File: src/rtl/dbg_frame_seq.sv
module dbg_frame_seq #(
  parameter int CMD_W    = 8,
  parameter int FLD_W    = 16,
  parameter int LEN_W    = 5,
  parameter int DLY_W    = 8,
  parameter int IDX_W    = 3,
  parameter int HWR_DLY  = 150,
  parameter int HWW_DLY  = 150,
  parameter int FWR_DLY  = 44,
  parameter int FWW_DLY  = 32,
  parameter int RUN_DLY  = 64
) (
  input  logic             clk,
  input  logic             rst_n,
  input  logic             bus_tick,
  output logic             xcv_start,
  output logic [LEN_W-1:0] xcv_len,
  output logic             xcv_dir,
  output logic [FLD_W-1:0] xcv_txdata,
  input  logic [FLD_W-1:0] xcv_rxdata,
  input  logic             xcv_done,
  input  logic             xcv_timeout,
  output logic             mem_req,
  output logic             mem_we,
  output logic             mem_fw,
  output logic [FLD_W-1:0] mem_addr,
  output logic [FLD_W-1:0] mem_wdata,
  input  logic [FLD_W-1:0] mem_rdata,
  input  logic             mem_ready,
  output logic             go_pulse,
  output logic             trace_pulse
);
  localparam logic [2:0] C_NONE = 3'd0, C_HWR = 3'd1, C_HWW = 3'd2,
                         C_FWR = 3'd3, C_FWW = 3'd4, C_GO = 3'd5, C_TRC = 3'd6;

  typedef enum logic [2:0] {S_CMD, S_ADDR, S_WDATA, S_DLY, S_RDATA} st_t;

  st_t              state, nxt;
  logic [2:0]       cls, dec, cls_eff;
  logic [IDX_W-1:0] fw_idx;
  logic [FLD_W-1:0] addr_r, wdata_r, rdbuf;
  logic [DLY_W-1:0] dly_cnt;
  logic             acc_done, launch, started, go_r, trc_r;
  logic             need_acc, dly_end, advance, enter_dly, rx_ok;

  wire [CMD_W-1:0] op = xcv_rxdata[CMD_W-1:0];

  always_comb begin
    if (op[CMD_W-1 -: 2] == 2'b10)      dec = C_HWR;
    else if (op[CMD_W-1 -: 2] == 2'b11) dec = C_HWW;
    else if (op[CMD_W-1 -: 3] == 3'b011) dec = C_FWR;
    else if (op[CMD_W-1 -: 3] == 3'b010) dec = C_FWW;
    else if (op == CMD_W'(8'h08))       dec = C_GO;
    else if (op == CMD_W'(8'h10))       dec = C_TRC;
    else                                 dec = C_NONE;
  end

  function automatic logic [DLY_W-1:0] dly_of(input logic [2:0] c);
    case (c)
      C_HWR:   dly_of = DLY_W'(HWR_DLY);
      C_HWW:   dly_of = DLY_W'(HWW_DLY);
      C_FWR:   dly_of = DLY_W'(FWR_DLY);
      C_FWW:   dly_of = DLY_W'(FWW_DLY);
      default: dly_of = DLY_W'(RUN_DLY);
    endcase
  endfunction

  assign cls_eff  = (state == S_CMD) ? dec : cls;
  assign need_acc = (cls == C_HWR) || (cls == C_HWW) || (cls == C_FWR) || (cls == C_FWW);
  assign rx_ok    = xcv_done && !xcv_timeout;
  assign dly_end  = (state == S_DLY) && (dly_cnt == '0) && (acc_done || !need_acc);
  assign advance  = xcv_timeout || (xcv_done && state != S_DLY) || dly_end;

  always_comb begin
    nxt = state;
    if (xcv_timeout) nxt = S_CMD;
    else begin
      case (state)
        S_CMD: if (xcv_done) begin
          case (dec)
            C_HWR, C_HWW:        nxt = S_ADDR;
            C_FWW:               nxt = S_WDATA;
            C_FWR, C_GO, C_TRC:  nxt = S_DLY;
            default:             nxt = S_CMD;
          endcase
        end
        S_ADDR:  if (xcv_done) nxt = (cls == C_HWW) ? S_WDATA : S_DLY;
        S_WDATA: if (xcv_done) nxt = S_DLY;
        S_DLY:   if (dly_end) nxt = (cls == C_HWR || cls == C_FWR) ? S_RDATA : S_CMD;
        S_RDATA: if (xcv_done) nxt = S_CMD;
        default: nxt = S_CMD;
      endcase
    end
  end

  assign enter_dly = !xcv_timeout && nxt == S_DLY && state != S_DLY;

  always_ff @(posedge clk) begin
    if (!rst_n) begin
      state    <= S_CMD;
      cls      <= C_NONE;
      fw_idx   <= '0;
      addr_r   <= '0;
      wdata_r  <= '0;
      rdbuf    <= '0;
      dly_cnt  <= '0;
      acc_done <= 1'b0;
      launch   <= 1'b0;
      started  <= 1'b0;
      go_r     <= 1'b0;
      trc_r    <= 1'b0;
    end else begin
      started <= 1'b1;
      launch  <= !started || (advance && nxt != S_DLY);
      state   <= nxt;
      go_r    <= enter_dly && cls_eff == C_GO;
      trc_r   <= enter_dly && cls_eff == C_TRC;
      if (state == S_CMD && rx_ok) begin
        cls    <= dec;
        fw_idx <= op[IDX_W-1:0];
      end
      if (state == S_ADDR && rx_ok)  addr_r  <= xcv_rxdata;
      if (state == S_WDATA && rx_ok) wdata_r <= xcv_rxdata;
      if (enter_dly) begin
        dly_cnt  <= dly_of(cls_eff);
        acc_done <= 1'b0;
      end else if (state == S_DLY) begin
        if (bus_tick && dly_cnt != '0) dly_cnt <= dly_cnt - 1'b1;
        if (mem_req && mem_ready) begin
          acc_done <= 1'b1;
          rdbuf    <= mem_rdata;
        end
      end
    end
  end

  assign xcv_start   = launch;
  assign xcv_len     = (state == S_CMD) ? LEN_W'(CMD_W) : LEN_W'(FLD_W);
  assign xcv_dir     = (state == S_RDATA);
  assign xcv_txdata  = rdbuf;
  assign mem_req     = (state == S_DLY) && need_acc && !acc_done;
  assign mem_we      = (cls == C_HWW) || (cls == C_FWW);
  assign mem_fw      = (cls == C_FWR) || (cls == C_FWW);
  assign mem_addr    = mem_fw ? {{(FLD_W-IDX_W){1'b0}}, fw_idx} : addr_r;
  assign mem_wdata   = wdata_r;
  assign go_pulse    = go_r;
  assign trace_pulse = trc_r;
endmodule


File: config.mk
export PLATFORM = sky130hd
export DESIGN_NAME = dbg_frame_seq
export DESIGN_NICKNAME = d
export VERILOG_FILES = /design/src/rtl/dbg_frame_seq.sv
export SDC_FILE = /design/constraint.sdc
export NUM_CORES = 1
export LEC_CHECK = 0
export ABC_AREA = 1
export CAP_MARGIN = 20
export CELL_PAD_IN_SITES_DETAIL_PLACEMENT = 0
export CELL_PAD_IN_SITES_GLOBAL_PLACEMENT = 1
export CORE_MARGIN = 2
export CORE_UTILIZATION = 32
export DETAILED_ROUTE_END_ITERATION = 16
export PLACE_DENSITY_LB_ADDON = 0.1
export SYNTH_ARGS = -nofsm -noshare
export SYNTH_HDL_FRONTEND = slang
export SYNTH_SLANG_ARGS = --single-unit
File: constraint.sdc
create_clock -name clk -period 2.4 [get_ports clk]
set_input_delay 0.36 -clock clk [delete_from_list [all_inputs] [get_ports clk]]
set_output_delay 0.36 -clock clk [all_outputs]
set_load 0.01 [all_outputs]
; After elaboration in Yosys (flattened, before gate mapping)
; Cells that the tools add are included.
[op_classes]
n_mux = 24
n_addsub = 1
n_eq_ne = 29
n_reduce_logical = 42
bitwise_logic = 2
[ops]
columns = cell, count
row1 = 3-bit two-way mux, 14
row2 = "3-bit by 2-bit equality test with 1-bit output, second input constant", 11
row3 = "3-bit equality test, second input constant", 8
row4 = 8-bit two-way mux, 3
row5 = 8-bit case mux with 3 select lines, 1
row6 = 1-bit logical AND, 16
row7 = 16-bit two-way mux, 1
row8 = 3-bit case mux with 5 select lines, 1
row9 = "3-bit by 1-bit equality test with 1-bit output, second input constant", 4
row10 = 1-bit logical OR, 10
row11 = "8-bit by 4-bit equality test with 1-bit output, second input constant", 1
row12 = "8-bit by 5-bit equality test with 1-bit output, second input constant", 1
row13 = 8-bit logical NOT, 1
row14 = 8-bit nonzero test, 1
row15 = "8-bit by 1-bit subtractor with 8-bit output, second input constant", 1
row16 = "3-bit by 2-bit inequality test with 1-bit output, second input constant", 2
row17 = 2-bit case mux with 3 select lines, 1
row18 = 2-bit OR reduction, 3
row19 = 5-bit two-way mux, 1
row20 = "2-bit equality test, second input constant", 2
row21 = 1-bit logical NOT, 4
row22 = 2-bit AND reduction, 2
row23 = 2-bit nonzero test, 2
row24 = 3-bit logical NOT, 1
row25 = other kinds (4), 6
[totals]
out_inout_bits = 60
input_bits = 38
reg_bits = 70
word_cells = 110

; Depth between registers and ports, before layout
[logic_depth]
depth_word = 18
ltp_mapped = 15
ltp_nobuf = 15

; Worst setup path before layout
; No wires, ideal clock.
[synth_timing]
path_kind = register to register
from = reg dly_cnt[0]
to = reg dly_cnt[1]
required_ns = 2.283
arrival_ns = 1.592
setup_slack_ns = 0.691
path_stages_with_launch = 12
n_path_buf = 0
path_cell_list = dfxtp_1 -> inv_1 -> ha_1 -> nand2_1 -> nor2_2 -> nand3_1 -> nand2_1 -> nand3_2 -> nand4_4 -> nand2_4 -> o21ai_0 -> nor2_1
[synth_between]
elab_chain_cells = 11
elab_cells_between_ends = 18
classes_between = add/sub: 1 / eq/ne: 1 / mux: 6 / reduce/logical: 10
[synth_lines]
columns = item, line
row1 = "start, declared", 42  ; logic [DLY_W-1:0] dly_cnt;
row2 = "start signal, assigned", 125  ; dly_cnt <= dly_of(cls_eff);
row3 = "start signal, assigned", 128  ; if (bus_tick && dly_cnt != '0) dly_cnt <= dly_cnt - 1'b1;
row4 = 8-bit logical NOT, 71  ; assign dly_end = (state == S_DLY) && (dly_cnt == '0) && (acc_done || !need_acc);
row5 = 1-bit logical AND (2 in series), 71
row6 = 3-bit two-way mux, 89  ; S_DLY: if (dly_end) nxt = (cls == C_HWR || cls == C_FWR) ? S_RDATA : S_CMD;
row7 = 3-bit case mux with 5 select lines, 78  ; case (state)
row8 = 3-bit two-way mux, 76  ; if (xcv_timeout) nxt = S_CMD;
row9 = 3-bit by 2-bit equality test with 1-bit output, 96  ; assign enter_dly = !xcv_timeout && nxt == S_DLY && state != S_DLY;
row10 = 1-bit logical AND (2 in series), 96
row11 = 2-bit nonzero test (no source line), --
row12 = 2-bit AND reduction (no source line), --
; Parallel ways exist; a longest one is shown, timed or not. The select of a mux whose other input is x is not followed.
; A chain may end at the register's enable or synchronous reset.

; Worst setup path in the final report
[layout_timing]
from = reg cls[1]
to = out mem_addr[12]
[layout_between]
elab_chain_cells = 3
elab_cells_between_ends = 4
classes_between = eq/ne: 2 / mux: 1 / reduce/logical: 1
[layout_lines]
columns = item, line
row1 = "start, declared", 39  ; logic [2:0] cls, dec, cls_eff;
row2 = "start signal, assigned", 101  ; cls <= C_NONE;
row3 = "start signal, assigned", 119  ; cls <= dec;
row4 = 3-bit by 2-bit equality test with 1-bit output / 3-bit equality test (equally long branches), 143  ; assign mem_fw = (cls == C_FWR) || (cls == C_FWW);
row5 = 1-bit logical OR (*), 143
row6 = 16-bit two-way mux (*), 144  ; assign mem_addr = mem_fw ? {{(FLD_W-IDX_W){1'b0}}, fw_idx} : addr_r;
row7 = "end, declared", 26  ; output logic [FLD_W-1:0] mem_addr,
; Every way passes the cells marked *; elsewhere a longest branch is shown, timed or not.

==> run metrics <==
status=complete, no violations; setup TNS=0 ns; Antenna Nets Post-Route=0; met1 usage=21.4%; clk sink count=70; largest net degree at the start of global routing=31; drt total wl=8.66 mm; DRC violations left=0; CP startpoint kind=flop; antenna violations before repair=0; setup repair after global routing missed its margin=false; die width=104 um; vias=3,190; layer with the highest usage=met2; Clk Latency, worst-skew pair=0.34 ns; distinct cell type count after synthesis=31; placed cells=683; main flop type after synthesis=dfxtp_1; router iterations before antenna repair=5; pre-CTS setup slack=0.00212 ns; Period minus WS final=2.26 ns; power per cell area=557 nW/um^2; met3 GRT Util=4.39%; fmax=443 MHz; Ys Warns=0; Final GP Congestion=0.829; maxcap violations=0; Synth Area per Inst=6.94 sq um; Root Driver=clkbuf_8; slew margin rel.=44.9%; number of buffers created by CTS=9; flops & latches, synth=70; footprint of the multi-input gates=1540 sq um; P&R area growth vs syn=40.9%; total track usage=16.2%; most frequent cells in the layout=92 x clkdlybuf4s50_1, 81 x nor2_1, 79 x nand2_1; row cnt=36; Leak Pwr=1.82 nW; crit end category=output pin; crit path kind=flop to output pin; Initial Util=33.0%; commonest non-fill, non-tap cell in the layout=clkdlybuf4s50_1; via count of the first global-routing pass=3,020; Tcrit/Tclk final=94.1%; final hold violations=0; CTS tree=built; # fillers=1,034; global routing usage on met2=25.9%; Worst Tran Pin Value=0.825 ns; CTS Buffer Depth=2; first-pass GRT wire length=14.4 mm; peak supply drop=0.232 mV; post-synth design cell area=3230 sq um; die height=104 um; register area=1400 sq um; worst min path class=flop to flop; DPL Wire Length=6.27 mm; IO Pins=98; async set-reset flop share out of synthesis=0%; number of enable flip-flop cells after synthesis=0; routed len/inst=12.4 um; worst-path maximum fanout=12; hold_ws=0.408 ns; number of port buffers=94; Final Net Count=600; Slew Limit Fails=0; vias per cell=4.56; Clk pin slew, worst setup/hold paths=0.08 ns; antenna cell count=0; Seq/Total Area, Yosys=43.4%; core area=9770 sq um; WP data required=2.04 ns; Crit path arrival time=1.90 ns; total global routing overflow=0; post-layout power=2.53 mW; layout cells sized above 1=8.48%; die area=10,900 sq um; setup ws final=0.141 ns; final setup vio count=0; Iteration-0 DRC Markers=119; H-tree levels=3; Worst Skew=0.0107 ns; Mapped Cells=465; Final Instance Count excl. Fillers=699
state kept, by name, indices dropped and copies added, names as in the netlist, 3 cells and up:
signal      cells
fw_idx          3
dly_cnt         8
cls             3
state           3
xcv_txdata     16
addr_r         16
mem_wdata      16
power by group:
group	total, mW	internal, mW	switching [mW]
clock	0.963	0.509	0.454
combinational	0.367	0.162	0.205
sequential	1.20	1.19	0.0152
total	2.53	1.86	0.675
through the flow:
stage | cell area, sq um | utilization (%)
after CTS | 4540 | 46.4
after floorplan | 3240 | -
after detailed placement | 4340 | 44.4
after global routing | 4550 | 46.5
final | 4550 | 46.5
after global placement | 4340 | 44.4
area by class of cell:
| type | instances | area share, % |
|---|---|---|
| repair buffers | 105 | 22.9 |
| flip-flops and latches | 70 | 30.8 |
| inverters | 53 | 4.37 |
| clock inverters | 5 | 1.29 |
| well taps | 133 | 3.66 |
| multi-input cells | 322 | 33.9 |
| clock buffers | 11 | 3.11 |
logic make-up after synthesis:
group / count (synthesis) / share of synthesized area, %
other: 1 / 0.116
buffers and inverters: 75 / 9.22
adder cells (fa/ha/maj): 1 / 0.388
AND/OR/NAND/NOR: 208 / 28.6
flip-flops: 70 / 43.4
AO/OA/AOI/OAI: 103 / 16.3
XOR/XNOR: 7 / 1.90
path summary, 6_finish.rpt:
path	start	end	slack, ns	depth (start not counted)
setup / recovery	cls[1]$_SDFFE_PN0P_	mem_addr[12]	0.14	6
hold / removal	started$_DFF_P_	xcv_start$_SDFF_PN0_	0.41	1
setup reg to reg	dly_cnt[0]$_SDFFE_PN0P_	dly_cnt[7]$_SDFFE_PN0P_	0.41	11
hold reg to reg	started$_DFF_P_	xcv_start$_SDFF_PN0_	0.41	1
synth_stat cells (2+ instances only):
cell / instances / share of area (%)
o211ai_1: 2 / 0.46
dfxtp_1: 70 / 43
o21ai_1: 2 / 0.31
nand2_2: 2 / 0.39
nor2_1: 81 / 9.4
xnor2_1: 4 / 1.1
clkbuf_1: 15 / 1.7
nor2_4: 2 / 0.70
nand3_2: 2 / 0.62
xor2_1: 3 / 0.81
buf_1: 2 / 0.23
nor2_2: 2 / 0.39
nand3_1: 26 / 4.0
nand2_1: 79 / 9.2
inv_1: 47 / 5.5
o21ai_0: 51 / 7.9
nand4_1: 2 / 0.39
inv_2: 6 / 0.70
buf_4: 4 / 0.93
nor3_1: 6 / 0.93
a21oi_1: 46 / 7.1
nand2_4: 2 / 0.70
critical path, cell delays in order (launching register included):
cell	delay, ns
dfxtp_1	0.37
inv_1	0.09
nand3_1	0.15
o21ai_2	0.09
buf_4	0.18
nor2_1	0.13
clkdlybuf4s50_1	0.55
repair_timing:
| action | CTS | global route |
|---|---|---|
| buffers inserted | 0 | 0 |
| hold endpoints to repair | 0 | 0 |
| setup endpoints to repair | 0 | 6 |
| hold buffers | 0 | 0 |
| resized for setup | 0 | 4 |
routing by layer:
| metal | wire length, um | up-vias |
|---|---|---|
| li1 | - | 1671 |
| met1 | 4210 | 1434 |
| met2 | 3930 | 79 |
| met3 | 450 | 6 |
| met4 | 68 | 0 |
| met5 | 0 | - |
Power figures use the tool's default switching activity.
